`src/rtl/hiBankPkg.sv`:
```
package hiBankPkg;
  typedef enum logic [1:0] {
    MODE_RAM_RD    = 2'b00,
    MODE_ROM_RD_WR = 2'b01,
    MODE_ROM_RD    = 2'b10,
    MODE_RAM_RW    = 2'b11
  } bankMode_t;

  // strobe bundle from the window decoder to the datapath
  typedef struct packed {
    logic       load;
    logic [3:0] value;
  } ctlStrobe_t;
endpackage

```
`src/rtl/hiBankCtl.sv`:
```
module hiBankCtl
  import hiBankPkg::*;
#(
  parameter int              ADDR_W   = 16,
  parameter logic [15:0]     WIN_BASE = 16'hC080,
  parameter logic [3:0]      KEEP_MSK = 4'b1011
) (
  input  logic [ADDR_W-1:0] busAddr,
  input  logic              busValid,
  output ctlStrobe_t        strobe
);
  localparam int SPAN_LOG2 = 4;
  localparam logic [ADDR_W-SPAN_LOG2-1:0] WIN_TAG = WIN_BASE[ADDR_W-1:SPAN_LOG2];

  logic inWindow;

  always_comb begin
    inWindow     = (busAddr[ADDR_W-1:SPAN_LOG2] == WIN_TAG);
    strobe.load  = busValid && inWindow;
    strobe.value = busAddr[SPAN_LOG2-1:0] & KEEP_MSK;
  end
endmodule

```
`src/rtl/hiBankStatus.sv`:
```
module hiBankStatus #(
  parameter int          ADDR_W    = 16,
  parameter int          DATA_W    = 8,
  parameter logic [15:0] BANK_ADDR = 16'hC011,
  parameter logic [15:0] RDSRC_ADDR = 16'hC012
) (
  input  logic              clk,
  input  logic              rstN,
  input  logic [ADDR_W-1:0] busAddr,
  input  logic              busValid,
  input  logic              busWrite,
  input  logic [3:0]        ctlState,
  output logic [DATA_W-1:0] statusData
);
  localparam int FLAG_BIT = DATA_W - 1;

  logic isRead;
  logic flagBit;

  always_comb begin
    isRead  = busValid && !busWrite;
    flagBit = 1'b0;
    if (isRead && busAddr == BANK_ADDR[ADDR_W-1:0])
      flagBit = (ctlState < 4'd4);
    else if (isRead && busAddr == RDSRC_ADDR[ADDR_W-1:0])
      flagBit = !(ctlState[0] ^ ctlState[1]);
    statusData = '0;
    statusData[FLAG_BIT] = flagBit;
  end


  status_low_zero_chk: assert property (@(posedge clk) disable iff (!rstN)
    statusData[FLAG_BIT-1:0] == '0);


  status_idle_chk: assert property (@(posedge clk) disable iff (!rstN)
    !busValid |-> statusData == '0);
endmodule

```
`src/rtl/hiBankDp.sv`:
```
module hiBankDp
  import hiBankPkg::*;
#(
  parameter int         ADDR_W    = 16,
  parameter logic [3:0] RST_STATE = 4'h2,
  parameter logic [3:0] BANK_NIB  = 4'hD,
  parameter logic [3:0] ALT_NIB   = 4'hC
) (
  input  logic              clk,
  input  logic              rstN,
  input  ctlStrobe_t        strobe,
  input  logic [ADDR_W-1:0] busAddr,
  input  logic              busValid,
  input  logic              busWrite,
  input  logic              auxLevel,
  output logic [3:0]        ctlState,
  output logic              readFromRom,
  output logic              ramWriteEn,
  output logic              auxSelect,
  output logic [ADDR_W-1:0] ramAddr
);
  localparam int NIB_LO = ADDR_W - 4;

  bankMode_t  mode;
  logic       romRead;
  logic       writeOk;
  logic       bankAlt;
  logic       inHigh;
  logic       inBankWin;

  always_ff @(posedge clk or negedge rstN) begin
    if (!rstN)            ctlState <= RST_STATE;
    else if (strobe.load) ctlState <= strobe.value;
  end

  always_comb begin
    mode      = bankMode_t'(ctlState[1:0]);
    romRead   = (mode == MODE_ROM_RD_WR) || (mode == MODE_ROM_RD);
    writeOk   = (mode == MODE_ROM_RD_WR) || (mode == MODE_RAM_RW);
    bankAlt   = ctlState[3];
    inHigh    = busValid && (busAddr[ADDR_W-1:NIB_LO] >= BANK_NIB);
    inBankWin = busAddr[ADDR_W-1:NIB_LO] == BANK_NIB;

    readFromRom = inHigh && !busWrite && romRead;
    ramWriteEn  = inHigh && busWrite && writeOk;
    auxSelect   = inHigh && auxLevel;
    ramAddr     = '0;
    if (inHigh) begin
      ramAddr = busAddr;
      if (inBankWin && bankAlt) ramAddr[ADDR_W-1:NIB_LO] = ALT_NIB;
    end
  end


  state_bit2_clear_chk: assert property (@(posedge clk) disable iff (!rstN)
    !ctlState[2]);


  write_needs_write_chk: assert property (@(posedge clk) disable iff (!rstN)
    ramWriteEn |-> (busValid && busWrite));


  rom_only_on_read_chk: assert property (@(posedge clk) disable iff (!rstN)
    readFromRom |-> (busValid && !busWrite && !ramWriteEn));


  aux_follows_level_chk: assert property (@(posedge clk) disable iff (!rstN)
    auxSelect |-> auxLevel);


  bank_never_d_chk: assert property (@(posedge clk) disable iff (!rstN)
    (busValid && bankAlt && inBankWin) |-> ramAddr[ADDR_W-1:NIB_LO] == ALT_NIB);


  outside_zero_chk: assert property (@(posedge clk) disable iff (!rstN)
    !inHigh |-> (ramAddr == '0 && !auxSelect && !ramWriteEn && !readFromRom));
endmodule

```
`src/rtl/hiBankCtrl.sv`:
```
module hiBankCtrl
  import hiBankPkg::*;
#(
  parameter int          ADDR_W   = 16,
  parameter int          DATA_W   = 8,
  parameter logic [15:0] WIN_BASE = 16'hC080
) (
  input  logic              clk,
  input  logic              rstN,
  input  logic [ADDR_W-1:0] busAddr,
  input  logic              busValid,
  input  logic              busWrite,
  input  logic              auxLevel,
  output logic              readFromRom,
  output logic              ramWriteEn,
  output logic              auxSelect,
  output logic [ADDR_W-1:0] ramAddr,
  output logic [DATA_W-1:0] statusData
);
  ctlStrobe_t strobe;
  logic [3:0] ctlState;

  hiBankCtl #(.ADDR_W(ADDR_W), .WIN_BASE(WIN_BASE)) u_ctl (
    .busAddr(busAddr), .busValid(busValid), .strobe(strobe)
  );

  hiBankDp #(.ADDR_W(ADDR_W)) u_dp (
    .clk(clk), .rstN(rstN), .strobe(strobe), .busAddr(busAddr),
    .busValid(busValid), .busWrite(busWrite), .auxLevel(auxLevel),
    .ctlState(ctlState), .readFromRom(readFromRom), .ramWriteEn(ramWriteEn),
    .auxSelect(auxSelect), .ramAddr(ramAddr)
  );

  hiBankStatus #(.ADDR_W(ADDR_W), .DATA_W(DATA_W)) u_status (
    .clk(clk), .rstN(rstN), .busAddr(busAddr), .busValid(busValid),
    .busWrite(busWrite), .ctlState(ctlState), .statusData(statusData)
  );


  window_load_chk: assert property (@(posedge clk) disable iff (!rstN)
    (busValid && busAddr[ADDR_W-1:4] == WIN_BASE[ADDR_W-1:4])
      |=> ctlState == ($past(busAddr[3:0]) & 4'b1011));


  hold_outside_chk: assert property (@(posedge clk) disable iff (!rstN)
    !(busValid && busAddr[ADDR_W-1:4] == WIN_BASE[ADDR_W-1:4]) |=> $stable(ctlState));
endmodule

```
`config.mk`:
```
export PLATFORM = sky130hd
export DESIGN_NAME = hiBankCtrl
export DESIGN_NICKNAME = d
export VERILOG_FILES = /design/src/rtl/hiBankPkg.sv /design/src/rtl/hiBankCtl.sv /design/src/rtl/hiBankStatus.sv /design/src/rtl/hiBankDp.sv /design/src/rtl/hiBankCtrl.sv
export SDC_FILE = /design/constraint.sdc
export NUM_CORES = 1
export LEC_CHECK = 0
export CORE_MARGIN = 8
export CORE_UTILIZATION = 33
export CTS_BUF_LIST = sky130_fd_sc_hd__clkbuf_4
export DETAILED_ROUTE_END_ITERATION = 8
export PLACE_DENSITY = 0.82
export SKIP_CTS_REPAIR_TIMING = 1
export SLEW_MARGIN = 5
export SYNTH_ARGS = -nofsm -noshare
export SYNTH_HDL_FRONTEND = slang
export SYNTH_HIERARCHICAL = 1
export SYNTH_SLANG_ARGS = --single-unit
```
`constraint.sdc`:
```
create_clock -name clk -period 1.3 [get_ports clk]
set_input_delay 0.13 -clock clk [delete_from_list [all_inputs] [get_ports clk]]
set_output_delay 0.13 -clock clk [all_outputs]
set_load 0.01 [all_outputs]
```
Word-level counts from Yosys, hierarchy flattened

Index checks and enable logic that the tools add are counted.

Register bits after elaboration: 3
Logic and storage cells: 30

Order comparisons: 2
Eq/ne operators: 7
Mux-type cells: 4
Bitwise operators: 1
Reduce and logical (&&, ||, !) cells: 15

Operator list:

| cell                 | count |
|---|---|
| $eq 16x16->1 const B | 2 |
| $mux 16              | 1 |
| $eq 12x12->1 const B | 1 |
| $logic_and 1x1->1    | 11 |
| $eq 2x2->1 const B   | 2 |
| $eq 4x4->1 const B   | 1 |
| $ge 4x4->1 const B   | 1 |
| $lt 4x3->1 const B   | 1 |
| $mux 4               | 1 |
| $eq 2x1->1 const B   | 1 |
| $logic_not 1->1      | 2 |
| $logic_or 1x1->1     | 2 |
| $mux 1               | 2 |
| $xor 1x1->1          | 1 |

Longest topological paths before layout

Word-level depth: 5
Mapped depth: 4

By module

The synthesis kept the hierarchy.

By module, submodules not included:

| module       | instances | cells an instance | area an instance (sq um) | sequential area each (sq um) |
|---|---|---|---|---|
| hiBankDp     | 1         | 35                | 355.3                    | 101.3 |
| hiBankStatus | 1         | 20                | 146.4                    | 0.0 |
| hiBankCtl    | 1         | 10                | 71.3                     | 0.0 |

Least setup slack after synthesis

Ideal clock, no wire load.

Path type: register to output
From: reg u_dp.ctlState[1]
To: out readFromRom
Arrival: 1.067 ns
Required time: 1.170 ns
Slack: 0.103 ns
Cell stages (with the launch flop): 4
Buffers on the path: 0
Path through: dfstp_2 inv_1 ha_1 nor3b_2

Cells in the longest elaborated chain, start to end: 3

RTL lines:

| item                                            | line             | text |
|---|---|---|
| start: declaration                              | hiBankDp.sv:16   | `output logic [3:0] ctlState,` |
| start signal: assignment                        | hiBankDp.sv:33   | `else if (strobe.load) ctlState <= strobe.value;` |
| $eq 2x1->1 / $eq 2x2->1 (equally long branches) | hiBankDp.sv:38   | `romRead = (mode == MODE_ROM_RD_WR) \|\| (mode == MODE_ROM_RD);` |
| $logic_or 1x1->1 (*)                            | hiBankDp.sv:38   |  |
| $logic_and 1x1->1 (*)                           | hiBankDp.sv:44   | `readFromRom = inHigh && !busWrite && romRead;` |
| end: declaration                                | hiBankCtrl.sv:14 | `output logic readFromRom,` |

Mark *: on every way between the ends. The rest lies on a longest branch, timed or not.

Final worst setup path

From: reg u_dp.ctlState[1]
To: out statusData[7]

Cells in the longest elaborated chain, start to end: 4

RTL lines:

| item                                               | line               | text |
|---|---|---|
| branches (longest 3 deep; another with $lt 4x3->1) | --                 |  |
| $mux 1 (*)                                         | hiBankStatus.sv:23 | `if (isRead && busAddr == BANK_ADDR[ADDR_W-1:0])` |
| end: declaration                                   | hiBankCtrl.sv:18   | `output logic [DATA_W-1:0] statusData` |

Mark *: on every way between the ends.

==> flow_summary.ini <==
[clock_tree]
cts_buffers = 3
cts_root_buffer = clkbuf_4
insertion_delay_ns = 0.23
tritoncts = yes
clockBufferDepth = 2
htreeDepth = 1
cts.clk_slew.worst_paths_ns = 0.04
clock_sinks = 4

[final_layout]
regMostFlops = u_dp/ctlState
final_common_cell = dlymetal6s2s_1
final_nets = 151
diodes = 0
fin_cells = 144
final_cell_mix = dlymetal6s2s_1 (27), buf_4 (22), conb_1 (8), and2_4 (8), clkdlybuf4s50_1 (7)
fillers = 119
syn2layout_area_growth_pct = 117.9
stdcell_area_um2 = 1249
largest_reg_flops = 4
top_regs = u_dp/ctlState x4
drive_above_1_share_pct = 46.46

[worst_setup_path]
worstPathCellList = xnor2_1 > a31oi_1 > nor3_1 > buf_2
cp-start-kind = flop
cp.required_ns = 1.17
cpPeakStageDelay_ns = 0.55
critPathKind = reg -> out
crit_start = u_dp/ctlState[1]$_DFFE_PN1P_
crit_path_max_fanout = 3
r2r-start = u_dp/ctlState[3]$_DFFE_PN0P_
endpoint_kind = output port
cp_num_buf_inv = 1
crit_family = flip-flops
cp.arrival_ns = 1.33
slowest_stage = dfstp_2

[timing]
whs_ns = 0.08808
rsz0062_at_grt = yes
min_period_over_period_pct = 112.0
fin_crit_ns = 1.456
fin_skew_ns = 0
max_freq_mhz = 687.0
setup_slack_ns = -0.1556
hold_viol = 0
fin_setup_tns_ns = -0.4471
drv_slew = 0
setup_viol = 3

[run]
cap_violations = 0

[outcome]
status = finished, violations left
violations = setup timing

[logic_synthesis]
synthTopCellsByArea = buf_4 (16%), dfrtp_1 (13%), and2_4 (12%), mux2_2 (5.9%), and2_1 (5.5%)
syn_area_per_cell_um2 = 8.816
synth.distinct_cells = 30
synth_top_area_cell = buf_4
ys_seq_elements = 4
synth_cells = 65
syn_area_um2 = 573.1
yosysWarnings = 6
synth_top_area_share_pct = 15.72
synth_seq_area_share_pct = 17.69

[floorplan]
start_util_pct = 34.31
die_y_um = 57.67
fp.coreArea_um2 = 1670
dieWidth_um = 57.67
rows = 15
dieArea_um2 = 3326
pin_count = 48

[grt]
grt_max_degree = 7
grt_antenna_before_repair = 0
grt_usage_pct = 11.68
grt_remaining_overflow = 0
grt_pass1_wl_um = 3098
grt_pass1_vias = 700

[min_path]
holdCritPathClass = in -> async

[placed_design]
post-place-cells = 138
gp_congestion = 0.7291
place_area_um2 = 1089
post-dp-hpwl_um = 1659
port_buffers = 40

[power]
power_density_nw_per_um2 = 430.7
p_total_w = 0.0005378
max-vdd-ir-drop_mv = 0.6457
p_leak_nw = 0.9290

[drt]
vias_per_cell = 4.597
wl_per_cell_um = 14.40
ant_nets = 0
drtPass1Iterations = 4
drcViolationCount = 0
dr.first_iter.drc_count = 3
wirelength_um = 2074
num_vias = 662
## worst paths after layout
path	cells after the start	slack, ns	to
max in group asynchronous	1	0.97	u_dp/ctlState[1]$_DFFE_PN1P_
min in group clk	6	0.48	u_dp/ctlState[1]$_DFFE_PN1P_
max reg2reg	2	0.41	u_dp/ctlState[3]$_DFFE_PN0P_
min reg2reg	1	0.54	u_dp/ctlState[2]$_DFFE_PN0P_
min	1	0.09	u_dp/ctlState[2]$_DFFE_PN0P_
max	4	-0.16	statusData[7]
## logic make-up after synthesis
logic type | synth area share, %
muxes | 5.895
buffers and inverters | 20.31
xor gates and xnor gates | 1.529
AOI/OAI and AO/OA | 9.170
DFF | 17.69
and+or+nand+nor | 39.74
other | 1.311
adders and majority gates | 4.366
## metrics by stage
stage	utilization [%]	setup slack (ns)
after detailed placement	65.17	-0.6008
after global routing	74.76	-0.2526
after global placement	65.17	-0.5733
after floorplan	-	0.1030
final	74.76	-0.1556
after CTS	66.97	-0.6760
## cell usage after synthesis
library cell	count
nor4b_2	1
o211a_1	1
o2111a_1	1
and4_1	1
nor4bb_1	1
nor3_1	1
buf_6	1
and2_1	5
dfrtp_1	3
nor4_1	1
ha_1	2
nor4b_1	2
and3b_1	1
dfstp_2	1
o2111a_2	1
a31oi_1	1
nor3b_2	1
buf_4	12
nor4_2	1
o21ai_0	1
xnor2_1	1
conb_1	2
mux2_2	3
nand3_1	1
inv_1	4
nand4_1	1
a211oi_1	1
nor2_1	3
and2_4	8
nand2_1	2
## worst reg2reg max path, stage by stage, from the launching register on
cell and delay (ns):
dfrtp_1 0.40, buf_6 0.13, mux2_2 0.25
## per-layer routing
layer	part of all wire [%]	track usage, %
met5	0	0
met4	2.0	7.343
met3	7.5	3.311
met2	53	21.54
met1	37	11.13
## final cells by class
cell class	count	area [µm²]	share of cell area, %
well taps	17	21.27	1.703
inverters	4	15.01	1.202
flip-flops and latches	4	101.3	8.116
repair buffers	65	636.9	51.00
multi-input cells	50	444.2	35.57
clock buffers	4	30.03	2.405
## where the power goes
| part | internal [W] | switching, W |
|---|---|---|
| combinational | 0.000134 | 0.0000862 |
| sequential | 0.000126 | 0.000000759 |
| clock | 0.000136 | 0.0000550 |
Power figures use the tool's default switching activity.
